### config.mk
export PLATFORM = sky130hd
export DESIGN_NAME = spi_xact_seq
export DESIGN_NICKNAME = d
export VERILOG_FILES = /design/src/rtl/spi_seq_pkg.sv /design/src/rtl/spi_seq_cmd_hold.sv /design/src/rtl/spi_seq_byte_ctr.sv /design/src/rtl/spi_seq_cs_drv.sv /design/src/rtl/spi_xact_seq.sv
export SDC_FILE = /design/constraint.sdc
export NUM_CORES = 1
export LEC_CHECK = 0
export BUFFER_PORTS_ARGS = -buffer_cell sky130_fd_sc_hd__buf_2
export CORE_ASPECT_RATIO = 0.75
export CORE_UTILIZATION = 30
export DETAILED_ROUTE_END_ITERATION = 10
export GPL_ROUTABILITY_DRIVEN = 0
export SLEW_MARGIN = 20
export SYNTH_ARGS = -nofsm -noshare
export SYNTH_HDL_FRONTEND = slang
export SYNTH_SLANG_ARGS = --single-unit
export TNS_END_PERCENT = 50
### constraint.sdc
create_clock -name clk -period 2.1 [get_ports clk]
set_clock_uncertainty 0.2 [all_clocks]
set_input_delay 0.21 -clock clk [delete_from_list [all_inputs] [get_ports clk]]
set_output_delay 0.21 -clock clk [all_outputs]
set_load 0.01 [all_outputs]
### src/rtl/spi_seq_pkg.sv
package spi_seq_pkg;

    localparam int SEQ_CMD_W  = 32;
    localparam int SEQ_LEN_W  = 16;
    localparam int SEQ_SKIP_W = 8;
    localparam int SEQ_SEL_W  = 2;
    localparam int SEQ_DATA_W = 8;
    localparam int SEQ_NUM_CS = 1 << SEQ_SEL_W;

    // command field placement
    localparam int F_SEL_LSB    = 30;
    localparam int F_DUAL_BIT   = 28;
    localparam int F_TXONLY_BIT = 27;
    localparam int F_SKIP_LSB   = 16;
    localparam int F_LEN_LSB    = 0;

    typedef logic [SEQ_LEN_W-1:0] idx_t;

    typedef struct packed {
        logic [SEQ_SEL_W-1:0]  sel;
        logic                  dual;
        logic                  tx_only;
        logic [SEQ_SKIP_W-1:0] skip;
        idx_t                  final_idx;
    } xact_cmd_t;

    typedef enum logic [1:0] {
        ST_IDLE,
        ST_ISSUE,
        ST_WAIT
    } seq_state_t;

    typedef struct packed {
        logic take_tx;   // byte comes from the transmit FIFO
        logic keep_rx;   // received byte goes to the receive FIFO
        logic dual;      // two-line reception for this byte
    } byte_role_t;

    function automatic xact_cmd_t decode_cmd(input logic [SEQ_CMD_W-1:0] w);
        xact_cmd_t c;
        c.sel       = w[F_SEL_LSB +: SEQ_SEL_W];
        c.dual      = w[F_DUAL_BIT];
        c.tx_only   = w[F_TXONLY_BIT];
        c.skip      = w[F_SKIP_LSB +: SEQ_SKIP_W];
        c.final_idx = w[F_LEN_LSB +: SEQ_LEN_W];
        return c;
    endfunction

    function automatic byte_role_t role_of(input xact_cmd_t c, input idx_t idx);
        byte_role_t r;
        logic       skip_mode;
        logic       in_skip;
        skip_mode = (c.skip != '0);
        in_skip   = skip_mode &&
                    (idx < {{(SEQ_LEN_W-SEQ_SKIP_W){1'b0}}, c.skip});
        r.take_tx = !skip_mode || in_skip;
        r.keep_rx = !c.tx_only && !in_skip;
        r.dual    = skip_mode && !in_skip && c.dual;
        return r;
    endfunction

endpackage

### src/rtl/spi_seq_cmd_hold.sv
module spi_seq_cmd_hold
    import spi_seq_pkg::*;
(
    input  logic                 clk,
    input  logic                 rst,
    input  logic                 wr_en,
    input  logic [SEQ_CMD_W-1:0] wr_word,
    output xact_cmd_t            cmd_q
);

    always_ff @(posedge clk) begin
        if (rst) begin
            cmd_q <= '0;
        end else if (wr_en) begin
            cmd_q <= decode_cmd(wr_word);
        end
    end

endmodule

### src/rtl/spi_seq_byte_ctr.sv
module spi_seq_byte_ctr #(
    parameter int W = 16
) (
    input  logic         clk,
    input  logic         rst,
    input  logic         clr,
    input  logic         step,
    input  logic [W-1:0] limit,
    output logic [W-1:0] idx,
    output logic         at_limit
);

    always_ff @(posedge clk) begin
        if (rst || clr) begin
            idx <= '0;
        end else if (step) begin
            idx <= idx + 1'b1;
        end
    end

    assign at_limit = (idx == limit);

endmodule

### src/rtl/spi_seq_cs_drv.sv
module spi_seq_cs_drv #(
    parameter int SEL_W = 2
) (
    input  logic                  active,
    input  logic [SEL_W-1:0]      sel,
    output logic [(1<<SEL_W)-1:0] cs_n
);

    localparam int N_LINES = 1 << SEL_W;

    for (genvar g = 0; g < N_LINES; g++) begin : g_line
        localparam logic [SEL_W-1:0] CODE = SEL_W'(g);
        assign cs_n[g] = ~(active && (sel == CODE));
    end

endmodule

### src/rtl/spi_xact_seq.sv
module spi_xact_seq
    import spi_seq_pkg::*;
(
    input  logic                  clk,
    input  logic                  rst,
    input  logic                  cmd_wr,
    input  logic [SEQ_CMD_W-1:0]  cmd_data,
    input  logic                  start,
    input  logic                  txf_empty,
    input  logic [SEQ_DATA_W-1:0] txf_data,
    output logic                  txf_pop,
    output logic                  rxf_push,
    output logic [SEQ_DATA_W-1:0] rxf_data,
    output logic                  sh_start,
    output logic [SEQ_DATA_W-1:0] sh_tx,
    output logic                  sh_dual,
    input  logic                  sh_done,
    input  logic [SEQ_DATA_W-1:0] sh_rx,
    output logic [SEQ_NUM_CS-1:0] cs_n,
    output logic                  done
);

    seq_state_t st_q, st_d;
    xact_cmd_t  cmd;
    idx_t       idx;
    logic       is_last;
    logic       ctr_clr, ctr_step;
    byte_role_t role;
    logic       blocked;

    // command accepted only between transactions
    spi_seq_cmd_hold i_cmd (
        .clk     (clk),
        .rst     (rst),
        .wr_en   (cmd_wr && (st_q == ST_IDLE)),
        .wr_word (cmd_data),
        .cmd_q   (cmd)
    );

    spi_seq_byte_ctr #(.W(SEQ_LEN_W)) i_ctr (
        .clk      (clk),
        .rst      (rst),
        .clr      (ctr_clr),
        .step     (ctr_step),
        .limit    (cmd.final_idx),
        .idx      (idx),
        .at_limit (is_last)
    );

    spi_seq_cs_drv #(.SEL_W(SEQ_SEL_W)) i_cs (
        .active (st_q != ST_IDLE),
        .sel    (cmd.sel),
        .cs_n   (cs_n)
    );

    assign role    = role_of(cmd, idx);
    assign blocked = role.take_tx && txf_empty;

    always_ff @(posedge clk) begin
        if (rst) begin
            st_q <= ST_IDLE;
        end else begin
            st_q <= st_d;
        end
    end

    always_comb begin
        st_d     = st_q;
        ctr_clr  = 1'b0;
        ctr_step = 1'b0;
        sh_start = 1'b0;
        txf_pop  = 1'b0;
        rxf_push = 1'b0;
        done     = 1'b0;
        case (st_q)
            ST_IDLE: begin
                if (start) begin
                    ctr_clr = 1'b1;
                    st_d    = ST_ISSUE;
                end
            end
            ST_ISSUE: begin
                // hold off the shift engine rather than send stale data
                if (!blocked) begin
                    sh_start = 1'b1;
                    txf_pop  = role.take_tx;
                    st_d     = ST_WAIT;
                end
            end
            ST_WAIT: begin
                if (sh_done) begin
                    rxf_push = role.keep_rx;
                    if (is_last) begin
                        done = 1'b1;
                        st_d = ST_IDLE;
                    end else begin
                        ctr_step = 1'b1;
                        st_d     = ST_ISSUE;
                    end
                end
            end
            default: st_d = ST_IDLE;
        endcase
    end

    assign sh_tx    = role.take_tx ? txf_data : '0;
    assign sh_dual  = (st_q == ST_ISSUE) && !blocked && role.dual;
    assign rxf_data = sh_rx;

endmodule

## Yosys cells after proc, flatten, opt, wreduce, memory -nomap -nowiden

Cells that the tools add are included.

| storage, ports and cells | value |
|---|---|
| bits in registers | 46 |

| cells by class | value |
|---|---|
| add/subtract/negate cells | 1 |
| $lt $le $gt $ge | 1 |
| equality and inequality tests | 9 |
| multiplexer cells | 20 |
| bitwise logic cells | 4 |
| reduce and logical (&&, ||, !) cells | 23 |

Operators by type and width:

| kind | number |
|---|---|
| $add 16x1->16 const B | 1 |
| $eq 16x16->1 | 1 |
| $lt 16x8->1 | 1 |
| $mux 1 | 15 |
| $logic_and 1x1->1 | 12 |
| $mux 8 | 1 |
| $reduce_bool 8->1 | 1 |
| $eq 2x2->1 const B | 3 |
| $mux 2 | 3 |
| $ne 2x2->1 const B | 3 |
| $pmux 2 s3 | 1 |
| $eq 2x1->1 const B | 2 |
| $logic_not 1->1 | 4 |
| $logic_not 2->1 | 2 |
| $not 1->1 | 4 |
| $reduce_and 3->1 | 1 |
| $logic_or 1x1->1 | 2 |
| $reduce_bool 2->1 | 1 |

## Longest topological paths before layout

| logic depth | value |
|---|---|
| word-level depth | 7 |
| gate-level depth with buffers | 8 |
| mapped depth without buffers | 7 |

## Hierarchy

Synthesis repeated with hierarchy kept, for this count alone.

| unflattened totals | value |
|---|---|
| cell total of the unflattened synthesis | 280 |
| area total of the unflattened synthesis | 2526.2 sq um |

Modules (own cells, without submodules):

| module | instances | cells each | area each (sq um) |
|---|---|---|---|
| spi_seq_cmd_hold | 1 | 90 | 1012.2 |
| spi_seq_byte_ctr | 1 | 104 | 905.9 |
| spi_xact_seq | 1 | 82 | 579.3 |
| spi_seq_cs_drv | 1 | 4 | 28.8 |

## Worst setup path after synthesis

No wires, ideal clock.

| timing path | value |
|---|---|
| kind | register to output |
| from | register i_cmd.cmd_q[21] in the netlist's numbering |
| to | output port txf_pop |
| data arrival time | 1.886 ns |
| setup slack | -0.196 ns |
| cell stages (with the launch flop) | 9 |
| path buffers | 1 |
| path through | dfxtp_1 -> inv_1 -> ha_1 -> a21o_1 -> a21o_1 -> a221oi_2 -> nor2_1 -> clkbuf_1 -> nor3_1 |

| between the ends | value |
|---|---|
| longest elaborated chain between the ends | 6 |
| elaborated cells between the ends (all ways) | 8 |

RTL lines:

| element | line | source |
|---|---|---|
| start: declaration | spi_seq_cmd_hold.sv:8 | `output xact_cmd_t cmd_q` |
| start signal: assignment | spi_seq_cmd_hold.sv:15 | `cmd_q <= decode_cmd(wr_word);` |
| $lt 16x8->1 / $reduce_bool 8->1 (equally long branches) | spi_seq_pkg.sv:55, spi_seq_pkg.sv:53 |  |
| $logic_and 1x1->1 / $logic_not 1->1 (equally long branches) | spi_seq_pkg.sv:54, spi_seq_pkg.sv:56 |  |
| $logic_or 1x1->1 (*) | spi_seq_pkg.sv:56 | `r.take_tx = !skip_mode \|\| in_skip;` |
| $logic_and 1x1->1 | spi_xact_seq.sv:57 | `assign blocked = role.take_tx && txf_empty;` |
| $mux 1 (*) | spi_xact_seq.sv:84 | `if (!blocked) begin` |
| $mux 1 (*) | spi_xact_seq.sv:75 | `case (st_q)` |
| end: declaration | spi_xact_seq.sv:11 | `output logic txf_pop,` |

Every way passes the cells marked *; elsewhere a longest branch is shown, timed or not.

## Worst setup path after layout

| timing path | value |
|---|---|
| from | register i_cmd.cmd_q[21] in the netlist's numbering |
| to | output port sh_tx[7] |

| between the ends | value |
|---|---|
| longest elaborated chain between the ends | 4 |
| elaborated cells between the ends (all ways) | 6 |

RTL lines:

| element | line | source |
|---|---|---|
| $lt 16x8->1 / $reduce_bool 8->1 (equally long branches) | spi_seq_pkg.sv:55, spi_seq_pkg.sv:53 |  |
| $logic_and 1x1->1 / $logic_not 1->1 (equally long branches) | spi_seq_pkg.sv:54, spi_seq_pkg.sv:56 |  |
| $logic_or 1x1->1 (*) | spi_seq_pkg.sv:56 |  |
| $mux 8 (*) | spi_xact_seq.sv:106 | `assign sh_tx = role.take_tx ? txf_data : '0;` |
| end: declaration | spi_xact_seq.sv:15 | `output logic [SEQ_DATA_W-1:0] sh_tx,` |

Marks and branches as above.

==> metrics.md <==
| Metric | Value |
|---|---|
| Root buffer cell | `clkbuf_8` |
| Slew HR | `76.0%` |
| Detail Route Antenna Nets | `0` |
| Sum Neg Setup Slack | `-4.47 ns` |
| Commonest non-fill, non-tap cell in the layout | `nand2_1` |
| Worst-path fanout max | `8` |
| Hold Crit Class | `in2reg` |
| Most frequent cells in the layout | `nand2_1, buf_2, a21oi_1` |
| RSZ-0062 raised after global routing | `true` |
| Hpwl dp | `5350 um` |
| Core box area | `8020 um^2` |
| Static Leakage | `1.55 nW` |
| Clk_lat worst skew | `0.31 ns` |
| WL final | `7590 um` |
| Num CTS Buffers | `5` |
| Critical path class | `reg2out` |
| Arr. time, crit path | `2.06 ns` |
| Number of synthesized register bits | `46` |
| Sequential area share after synthesis | `36.6%` |
| FMAX | `404 MHz` |
| Syn nets | `391` |
| Period utilization | `118%` |
| Post-synth top area share | `36.6%` |
| Ports | `79` |
| R2R cell count | `10` |
| # diodes | `0` |
| First-pass GRT wire length | `12,100 um` |
| Setup-failing EPs final | `14` |
| Yosys warning count | `0` |
| Gr usage total | `17.8%` |
| DRC Markers | `0` |
| Worst hold start | `txf_empty` |
| Routed len/inst | `13.8 um` |
| Status | `finished, violations left` |
| Setup WS pre-CTS | `-0.220 ns` |
| Worst Tran Pin Value | `0.359 ns` |
| Number of global-route vias before repair | `2,509` |
| Clock Sinks | `46` |
| Worst Hold End | `st_q[0]` |
| Largest net degree at the start of global routing | `29` |
| Nets | `505` |
| Power Total | `2.27 mW` |
| Port buffer count | `58` |
| Cell taking the most area after synthesis | `dfxtp_1` |
| Final setup margin | `-0.374 ns` |
| Most used cell, CP | `a21o_1` |
| Mapped Avg Cell Area | `7.65 um^2` |
| Endpoints failing hold | `0` |
| CP max stage cell | `dfxtp_2` |
| Die height | `81.3 um` |
| Fill cells | `778` |
| Layout cell share with drive strength beyond 1 | `36.3%` |
| Rows | `28` |
| Max VDD drop | `0.000343 V` |
| Crit-path cells | `inv_2, ha_4, a21o_1, a21o_1, a221oi_2, buf_4, nor2_4, buf_12, nor2b_2, buf_2` |
| Multi-input gate area | `1540 um^2` |
| Failing checks | `negative setup slack` |
| Slew Limit Fails | `0` |
| CP Launch Type | `flop` |
| Die area | `8760 um^2` |
| Via/cell ratio | `4.92` |
| Initial antenna violation count | `0` |
| R2R setup slack | `-0.10 ns` |
| Max_cap viols | `0` |
| Synth area leaders | `dfxtp_1, nand2_1, a21oi_1` |
| Clock Tree Buf Depth | `2` |
| Area of placed instances | `3100 um^2` |
| Sequential cell area | `943 um^2` |
| Post-layout util | `46.9%` |
| Power Density | `602 nW/um^2` |
| Vias | `2,702` |
| Period minus WS final | `2.47 ns` |
| Effective utilization at floorplan | `31.4%` |
| Max stage delay on crit path | `0.35 ns` |
| Worst hold stages | `3` |
| Area delta synth->final | `49.7%` |
| Die W | `108 um` |
| DR iter-0 viols | `81` |
| Reg2reg start | `i_cmd.cmd_q[21]` |
| H-tree depth | `2` |
| Clock-pin slew on the worst setup and hold paths | `0.09 ns` |
| TritonRoute pass-1 iters | `4` |
| Reg2reg end | `st_q[1]` |
| Cell area after layout | `3770 um^2` |
| Netlist Area Pre-Place | `2520 um^2` |
| Yosys cell types | `38` |
| Cells after synthesis | `329` |
| Crit path required time | `1.69 ns` |
| Crit. End Element | `output port` |
| TritonCTS clock tree | `yes` |
| GRT Residual Overflow | `0` |
## registers in the layout (all words and copies together), names as in the netlist
name and cells:
i_cmd.cmd_q 28, st_q 2, i_ctr.idx 16
## worst max-delay path by stage
stage	endpoint	depth (start not counted)	slack, ns	from
floorplan	txf_pop	8	0.007	i_cmd.cmd_q[18]
global placement	sh_tx[4]	9	-0.18	i_cmd.cmd_q[18]
finish	sh_tx[7]	10	-0.37	i_cmd.cmd_q[21]
global route	sh_tx[0]	10	-0.49	i_cmd.cmd_q[21]
CTS	sh_tx[2]	10	-0.38	i_cmd.cmd_q[21]
detailed placement	sh_tx[2]	9	-0.22	i_cmd.cmd_q[18]
## cells by family after synthesis
kind of cell | after synthesis | synth area share [%]
simple gates | 147 | 28.7
flops | 46 | 36.6
compound gates | 74 | 17.0
buf+inv | 38 | 8.16
xor+xnor | 16 | 5.57
fa+ha+maj | 8 | 3.98
## where the power goes
part	leakage (nW)	switching [mW]	internal, mW	total [mW]
registers	0.384	0.0386	0.924	0.963
clock network	0.0452	0.314	0.235	0.549
logic	1.12	0.370	0.386	0.757
total	1.55	0.723	1.55	2.27
## cells in the mapped netlist
cell type and instances:
or4_1 3, and3_2 1, buf_2 8, or3_1 14, o31ai_1 1, nand3b_1 1, nor4_2 1, and3_1 3
a21o_1 4, o311ai_1 1, xnor2_1 16, inv_1 10, nand2_1 68, ha_1 8, o211ai_1 2, and3b_1 1
a211oi_1 3, a21oi_1 43, nor2_1 14, o21ai_0 11, buf_6 2, a41o_1 1, nand2_4 1, o31a_1 2
nor4_1 2, a31oi_1 1, o21a_1 2, dfxtp_1 46, nand4_1 12, clkbuf_1 8, nor3_1 4, buf_4 10
nor2b_1 11, or3b_2 1, o21ai_1 2, and2_1 2, a221oi_2 1, nand3_1 8
## layout make-up
type | instances | area share [%]
inverters | 10 | 0.997
clock buffers | 6 | 1.93
multi-input cells | 245 | 41.0
repair buffers | 135 | 27.2
clock inverters | 2 | 0.365
well taps | 105 | 3.49
flip-flops and latches | 46 | 25.0
## stage by stage
step                cells  hold slack [ns]
CTS                   542           0.0441
floorplan             329            0.138
finish                549           0.0650
global placement      503            0.220
global route          549           0.0822
detailed placement    503            0.220
## worst max-delay path, delay by kind of cell, from the launching register on
| kind | cells | cell delay (ns) |
|---|---|---|
| compound gates | 3 | 0.56 |
| fa+ha+maj | 1 | 0.21 |
| buf+inv | 4 | 0.49 |
| flops | 1 | 0.35 |
| simple gates | 2 | 0.16 |
## per-layer routing
layer	track usage [%]	part of all wire, %	vias to the layer above
met1	24.6	50	1268
met3	4.09	4.8	7
li1	-	-	1354
met4	3.42	0.88	0
met5	0	0	-
met2	28.5	45	73
## repair_timing
action | in CTS | in global routing
pin swaps | 3 | 12
buffers inserted | 2 | 6
hold endpoints to repair | 28 | 0
hold buffers | 29 | 0
setup endpoints to repair | 15 | 30
resized for setup | 14 | 43
cloned | 0 | 1
No activity file was read; power rests on OpenSTA's default activity.
